[src/rtl/pwmdec_pkg.sv]
package pwmdec_pkg;

    typedef enum logic [1:0] {
        DV_IDLE,
        DV_RUN,
        DV_DONE
    } div_state_t;

    typedef enum logic [1:0] {
        TP_WAIT,
        TP_DIVIDE,
        TP_SCALE,
        TP_EMIT
    } top_state_t;

endpackage

[src/rtl/pwmdec_meter.sv]
module pwmdec_meter #(
    parameter int CW = 16
) (
    input  logic          clk,
    input  logic          rst_n,
    input  logic          pwm_n_i,
    input  logic          sync_i,
    output logic          done_o,
    output logic          ch1_o,
    output logic [CW-1:0] low_o,
    output logic [CW-1:0] total_o
);

    localparam logic [CW-1:0] CNT_MAX = {CW{1'b1}};

    logic          pwm_s1, pwm_s2;
    logic          syn_s1, syn_s2, syn_s3;
    logic          armed;
    logic [CW-1:0] tot_cnt, low_cnt;
    logic          slot_edge;
    logic [CW-1:0] low_inc;

    assign slot_edge = syn_s2 ^ syn_s3;
    assign low_inc   = {{(CW-1){1'b0}}, ~pwm_s2};

    always_ff @(posedge clk or negedge rst_n) begin
        if (!rst_n) begin
            pwm_s1  <= 1'b1;
            pwm_s2  <= 1'b1;
            syn_s1  <= 1'b0;
            syn_s2  <= 1'b0;
            syn_s3  <= 1'b0;
            armed   <= 1'b0;
            tot_cnt <= '0;
            low_cnt <= '0;
            done_o  <= 1'b0;
            ch1_o   <= 1'b0;
            low_o   <= '0;
            total_o <= '0;
        end else begin
            pwm_s1 <= pwm_n_i;
            pwm_s2 <= pwm_s1;
            syn_s1 <= sync_i;
            syn_s2 <= syn_s1;
            syn_s3 <= syn_s2;
            done_o <= 1'b0;
            if (slot_edge) begin
                if (armed) begin
                    done_o  <= 1'b1;
                    ch1_o   <= syn_s3;
                    low_o   <= low_cnt;
                    total_o <= tot_cnt;
                end
                armed   <= 1'b1;
                tot_cnt <= {{(CW-1){1'b0}}, 1'b1};
                low_cnt <= low_inc;
            end else if (tot_cnt != CNT_MAX) begin
                tot_cnt <= tot_cnt + 1'b1;
                low_cnt <= low_cnt + low_inc;
            end
        end
    end

    // a reported slot is never empty and never has more low clocks than total clocks
    p_counts_sane_r3: assert property (@(posedge clk) disable iff (!rst_n)
        done_o |-> (total_o != '0) && (low_o <= total_o));

endmodule

[src/rtl/pwmdec_divider.sv]
module pwmdec_divider
    import pwmdec_pkg::*;
#(
    parameter int CW   = 16,
    parameter int FRAC = 12
) (
    input  logic          clk,
    input  logic          rst_n,
    input  logic          start_i,
    input  logic [CW-1:0] num_i,
    input  logic [CW-1:0] den_i,
    output logic          done_o,
    output logic [FRAC:0] quo_o
);

    localparam int           STW      = $clog2(FRAC + 1) + 1;
    localparam logic [STW-1:0] LAST   = STW'(FRAC);
    localparam logic [FRAC:0]  QUO_MAX = {1'b1, {FRAC{1'b0}}};

    div_state_t     state, state_nxt;
    logic [CW:0]    rem, trial;
    logic [CW-1:0]  den_q;
    logic [STW-1:0] step;
    logic           bit_ok;

    always_ff @(posedge clk or negedge rst_n) begin
        if (!rst_n) state <= DV_IDLE;
        else        state <= state_nxt;
    end

    always_comb begin
        state_nxt = state;
        unique case (state)
            DV_IDLE: if (start_i) state_nxt = DV_RUN;
            DV_RUN:  if (step == LAST) state_nxt = DV_DONE;
            DV_DONE: state_nxt = DV_IDLE;
            default: state_nxt = DV_IDLE;
        endcase
    end

    assign trial  = (step == '0) ? rem : {rem[CW-1:0], 1'b0};
    assign bit_ok = trial >= {1'b0, den_q};

    always_ff @(posedge clk or negedge rst_n) begin
        if (!rst_n) begin
            rem   <= '0;
            den_q <= '0;
            step  <= '0;
            quo_o <= '0;
        end else begin
            unique case (state)
                DV_IDLE: if (start_i) begin
                    rem   <= {1'b0, num_i};
                    den_q <= den_i;
                    step  <= '0;
                    quo_o <= '0;
                end
                DV_RUN: begin
                    rem   <= bit_ok ? (trial - {1'b0, den_q}) : trial;
                    quo_o <= {quo_o[FRAC-1:0], bit_ok};
                    step  <= step + 1'b1;
                end
                default: ;
            endcase
        end
    end

    assign done_o = (state == DV_DONE);

    // quotient never exceeds unity
    p_quo_bound_r3: assert property (@(posedge clk) disable iff (!rst_n)
        done_o |-> quo_o <= QUO_MAX);
    // a new division is only requested while idle
    p_start_idle_r7: assert property (@(posedge clk) disable iff (!rst_n)
        start_i |-> state == DV_IDLE);

endmodule

[src/rtl/pwm_duty_decoder.sv]
module pwm_duty_decoder
    import pwmdec_pkg::*;
#(
    parameter int CW   = 16,
    parameter int FRAC = 12,
    parameter int OW   = 16
) (
    input  logic                 clk,
    input  logic                 rst_n,
    input  logic                 pwm_n,
    input  logic                 sync,
    input  logic signed [OW-1:0] offset_ch1,
    input  logic signed [OW-1:0] offset_ch2,
    output logic signed [OW-1:0] val_ch1,
    output logic                 vld_ch1,
    output logic                 oor_ch1,
    output logic signed [OW-1:0] val_ch2,
    output logic                 vld_ch2,
    output logic                 oor_ch2
);

    localparam int ONE  = 2 ** FRAC;
    localparam int MID  = (2 * ONE + 5) / 10;
    localparam int LO   = (ONE + 5) / 10;
    localparam int HI   = (3 * ONE + 5) / 10;
    localparam int WW   = OW + FRAC + 6;
    localparam logic signed [WW-1:0] MID_W  = WW'(MID);
    localparam logic signed [WW-1:0] LO_W   = WW'(LO);
    localparam logic signed [WW-1:0] HI_W   = WW'(HI);
    localparam logic signed [WW-1:0] GAIN_W = WW'(10);
    localparam logic signed [WW-1:0] SMAX_W = WW'((2 ** (OW - 1)) - 1);
    localparam logic signed [WW-1:0] SMIN_W = -SMAX_W - 1;

    top_state_t     state, state_nxt;
    logic           meas_done, meas_ch1;
    logic [CW-1:0]  meas_low, meas_total;
    logic           div_start, div_done;
    logic [FRAC:0]  div_quo, quo_q;
    logic           cur_ch1;

    logic signed [WW-1:0] q_w, qc_w, off_w, raw_w, sat_w;
    logic                 oor_w;

    pwmdec_meter #(.CW(CW)) u_meter (
        .clk     (clk),
        .rst_n   (rst_n),
        .pwm_n_i (pwm_n),
        .sync_i  (sync),
        .done_o  (meas_done),
        .ch1_o   (meas_ch1),
        .low_o   (meas_low),
        .total_o (meas_total)
    );

    assign div_start = (state == TP_WAIT) && meas_done;

    pwmdec_divider #(.CW(CW), .FRAC(FRAC)) u_div (
        .clk     (clk),
        .rst_n   (rst_n),
        .start_i (div_start),
        .num_i   (meas_low),
        .den_i   (meas_total),
        .done_o  (div_done),
        .quo_o   (div_quo)
    );

    always_ff @(posedge clk or negedge rst_n) begin
        if (!rst_n) state <= TP_WAIT;
        else        state <= state_nxt;
    end

    always_comb begin
        state_nxt = state;
        unique case (state)
            TP_WAIT:   if (meas_done) state_nxt = TP_DIVIDE;
            TP_DIVIDE: if (div_done)  state_nxt = TP_SCALE;
            TP_SCALE:  state_nxt = TP_EMIT;
            TP_EMIT:   state_nxt = TP_WAIT;
            default:   state_nxt = TP_WAIT;
        endcase
    end

    // ratio -> clamp -> centre/scale -> offset -> saturate
    always_comb begin
        q_w   = $signed({{(WW-FRAC-1){1'b0}}, quo_q});
        oor_w = (q_w < LO_W) || (q_w > HI_W);
        if (q_w < LO_W)      qc_w = LO_W;
        else if (q_w > HI_W) qc_w = HI_W;
        else                 qc_w = q_w;
        off_w = cur_ch1 ? WW'(offset_ch1) : WW'(offset_ch2);
        raw_w = (qc_w - MID_W) * GAIN_W - off_w;
        if (raw_w > SMAX_W)      sat_w = SMAX_W;
        else if (raw_w < SMIN_W) sat_w = SMIN_W;
        else                     sat_w = raw_w;
    end

    always_ff @(posedge clk or negedge rst_n) begin
        if (!rst_n) begin
            cur_ch1 <= 1'b0;
            quo_q   <= '0;
            val_ch1 <= '0;
            val_ch2 <= '0;
            oor_ch1 <= 1'b0;
            oor_ch2 <= 1'b0;
            vld_ch1 <= 1'b0;
            vld_ch2 <= 1'b0;
        end else begin
            vld_ch1 <= 1'b0;
            vld_ch2 <= 1'b0;
            unique case (state)
                TP_WAIT:   if (meas_done) cur_ch1 <= meas_ch1;
                TP_DIVIDE: if (div_done)  quo_q   <= div_quo;
                TP_SCALE: begin
                    if (cur_ch1) begin
                        val_ch1 <= sat_w[OW-1:0];
                        oor_ch1 <= oor_w;
                        vld_ch1 <= 1'b1;
                    end else begin
                        val_ch2 <= sat_w[OW-1:0];
                        oor_ch2 <= oor_w;
                        vld_ch2 <= 1'b1;
                    end
                end
                default: ;
            endcase
        end
    end

    // strobes last one clock and never coincide
    p_pulse_ch1_r7: assert property (@(posedge clk) disable iff (!rst_n)
        vld_ch1 |=> !vld_ch1);
    p_pulse_ch2_r7: assert property (@(posedge clk) disable iff (!rst_n)
        vld_ch2 |=> !vld_ch2);
    p_excl_r7: assert property (@(posedge clk) disable iff (!rst_n)
        !(vld_ch1 && vld_ch2));
    // every completed slot is accepted (no overrun of the sequencer)
    p_no_overrun_r7: assert property (@(posedge clk) disable iff (!rst_n)
        meas_done |-> state == TP_WAIT);
    // a channel-1 strobe only follows a slot measured while sync was high
    p_route_r1: assert property (@(posedge clk) disable iff (!rst_n)
        vld_ch1 |-> cur_ch1);

endmodule

[config.mk]
export PLATFORM = sky130hd
export DESIGN_NAME = pwm_duty_decoder
export DESIGN_NICKNAME = d
export VERILOG_FILES = /design/src/rtl/pwmdec_pkg.sv /design/src/rtl/pwmdec_meter.sv /design/src/rtl/pwmdec_divider.sv /design/src/rtl/pwm_duty_decoder.sv
export SDC_FILE = /design/constraint.sdc
export NUM_CORES = 1
export LEC_CHECK = 0
export BUFFER_PORTS_ARGS = -buffer_cell sky130_fd_sc_hd__buf_4
export CAP_MARGIN = 10
export CORE_MARGIN = 2
export CORE_UTILIZATION = 60
export DETAILED_ROUTE_END_ITERATION = 10
export GPL_TIMING_DRIVEN = 0
export HOLD_SLACK_MARGIN = 0.15
export PLACE_DENSITY = 0.87
export SYNTH_ARGS = -nofsm -noshare
export SYNTH_HDL_FRONTEND = slang
export SYNTH_SLANG_ARGS = --single-unit
[constraint.sdc]
create_clock -name clk -period 8.86 [get_ports clk]
set_input_delay 1.329 -clock clk [delete_from_list [all_inputs] [get_ports clk]]
set_output_delay 1.329 -clock clk [all_outputs]
set_load 0.05 [all_outputs]
==> impl_results.md <==
- Status: finished clean
- Flop2flop setup slack: 0.33 ns
- CTS Buf Count: 17
- Register area share after synthesis: 0.346
- Async set-reset flop share out of synthesis: 1.00
- Grt ovf: 0
- Clock Pin Slew Worst Setup and Hold Paths: approximately 0.07 ns
- Port Buffers: 71
- Worst setup path end: val_ch1[3]
- Tot GR Track Use: 0.296
- Hold WC Path Type: register to register
- # setup viols final: 0
- Cts hold-fix bufs: 0
- Max FO, Critical Path: 10
- Slew Limit Fails: 0
- Die X: 150 µm
- Drc violations: 0
- Most frequent cells in the layout: dfrtp_1 (175), nand2_1 (135), nor2_1 (128)
- HP Start: u_meter.syn_s1
- Achievable Freq: 0.117 GHz
- Initial antenna violation count: 0
- Most used DFF post-synth: dfrtp_1
- Row cnt: 53
- Final period util: 0.963
- Final WL: 33200 µm
- # clock sinks: ~180
- Post-detail-place hpwl: roughly 25000 µm
- RR Endpoint: val_ch1[3]
- CTS tree: built
- Least-Margin Pin Slew: 0.816 ns
- Crit path max-delay cell type: ha_1
- Top Ports: 72
- Core box area: 0.0210 mm²
- Post-synth EDFFs: 0
- Initial DRC Count: approximately 850
- GPL Wtd Cong: 0.886
- Setup_tns: 0 ns
- Vias in the first global route: 11000
- CP Capture Type: register
- Clock Latency Late Sink: 0.44 ns
- Worst Clk Skew: 0.00818 ns
- Share of cells above drive strength 1: 0.134
- DR pass1 iterations: 7
- CP peak stage delay: 0.39 ns
- Commonest non-fill, non-tap cell in the layout: dfrtp_1
- Critical Path RT: 9.16 ns
- Final Cell Area: approximately 0.014 mm²
- Max cap viols: 0
- DRT antenna net count: 0
- Die ar.: 0.0226 mm²
- FF-to-FF path depth: 34
- Clock Path Buffers: 2
- H-tree levels: 4
- Reg2reg start: quo_q[4]
- Via count of the routed design: 11500
- Crit path time final: around 8.5 ns
- P&R area growth vs syn: 12.8%
- Final Hold Viols: 0
- Crit path top cell by count: ha_1
- Ys Warns: 0
- Startpoint types: register
- Flops & latches, synth: 177
- Mapped Cells: 1453
- Finished Layout Cells: ~1800
- Largest net degree at the start of global routing: between 90 and 100
- Worst Path Arrival: a little under 9 ns
- Syn_nets: 1603
- Layout fillers: 1597
- Die span in y: 150 µm
- Antenna diode count: 0
- Post-layout util: 0.688
- Slew HR: 0.442
- Routed length per placed instance: about 18 µm
- Nets: 1699
- Crit Path Class: register to register
- Initial Util: 0.610
- Avg Vias per Cell: ~6.3
- First-pass GRT wire length: 53200 µm
- Worst Setup SP: quo_q[4]
- Root buffer cell: clkbuf_16
- Synth Cell Area: 0.0128 mm²
- DP Area: roughly 0.014 mm²
- Avg Cell Area, Syn: 8.82 µm²
- Dpl cells: 1801
- Synth cell types: 75
## cells in the mapped netlist, types with 11 or more instances
master | n | area, µm²
dfrtp_1 | 175 | 4380
mux2i_1 | 25 | 250
a31oi_1 | 13 | 81.3
inv_1 | 61 | 229
nand4_1 | 18 | 113
nand3_1 | 29 | 145
nor3_1 | 35 | 175
mux2_2 | 57 | 642
o21ai_0 | 126 | 631
nand2_1 | 135 | 507
nor2b_1 | 11 | 68.8
xnor2_1 | 48 | 420
or3_1 | 16 | 100
nand2b_1 | 16 | 100
xor2_1 | 43 | 377
o21a_1 | 17 | 128
ha_1 | 111 | 1390
a21oi_1 | 111 | 556
clkbuf_1 | 47 | 176
a211oi_1 | 13 | 97.6
a21o_1 | 32 | 240
nor2_1 | 128 | 480
o22ai_1 | 45 | 282
## sequential cells by signal, indices dropped and copies added (netlist names), 2 cells and up
register and count:
u_meter.low_cnt 16, u_div.den_q 16, u_div.step 5, u_meter.total_o 16, val_ch1 16, u_div.state 2, u_div.quo_o 13, u_meter.tot_cnt 16
state 2, val_ch2 16, quo_q 13, u_meter.low_o 16, u_div.rem 17
## worst min-delay path by stage
stage	end	depth (start not counted)
3_5_place_dp	u_meter.syn_s2	0
2_1_floorplan	u_meter.syn_s2	0
5_1_grt	u_meter.pwm_s2	0
3_3_place_gp	u_meter.syn_s2	0
4_1_cts	u_meter.pwm_s2	0
6_report	u_meter.syn_s2	0
## critical path: cells and delay by family, from the launching register on
| family | cells | cell delay (ns) |
|---|---|---|
| compound gates | 17 | 4.07 |
| xor+xnor | 3 | 0.59 |
| fa+ha+maj | 5 | 1.44 |
| buf+inv | 5 | 0.73 |
| flops | 1 | 0.37 |
| simple gates | 4 | 1.17 |
## per-layer routing
layer / track usage / wire [µm] / up-vias
li1: - / - / 5438
met1: 0.373 / 14000 / 5573
met2: 0.497 / 15700 / 405
met3: 0.0442 / 1780 / 102
met4: 0.147 / 1700 / 0
met5: 0 / 0 / -
## final cells by class
| class | instances | area (µm²) | area share |
|---|---|---|---|
| inverters | 61 | 229 | 0.0158 |
| repair buffers | 78 | 617 | 0.0426 |
| plain buffers | 61 | 268 | 0.0185 |
| clock buffers | 17 | 425 | 0.0294 |
| well taps | 275 | 344 | 0.0238 |
| multi-input cells | 1153 | 7980 | 0.552 |
| clock inverters | 15 | 168 | 0.0116 |
| flip-flops and latches | 177 | 4430 | 0.306 |
## per-stage QoR
stage	hold WS [ns]	setup WS (ns)
final	0.359	0.331
after global routing	0.367	-0.0527
after CTS	0.363	0.0347
after detailed placement	0.350	-0.670
after global placement	0.336	-0.455
after floorplan	0.331	0.981
## kinds of logic after synthesis
| logic type | share of synthesized area |
|---|---|
| AO/OA/AOI/OAI | 0.211 |
| XOR/XNOR | 0.0622 |
| adder cells (fa/ha/maj) | 0.114 |
| buffers and inverters | 0.0385 |
| flip-flops | 0.346 |
| multiplexers | 0.0707 |
| other | 0.000586 |
| AND/OR/NAND/NOR | 0.158 |
## what timing repair did
item                       4_1_cts  5_1_grt
pin swaps                        1        3
setup endpoints to repair       30       30
setup buffers                    1        4
resized for setup                7       14
Power is not shown: default switching activity piles up to over one toggle a cycle in this logic, so the estimate is an artifact.
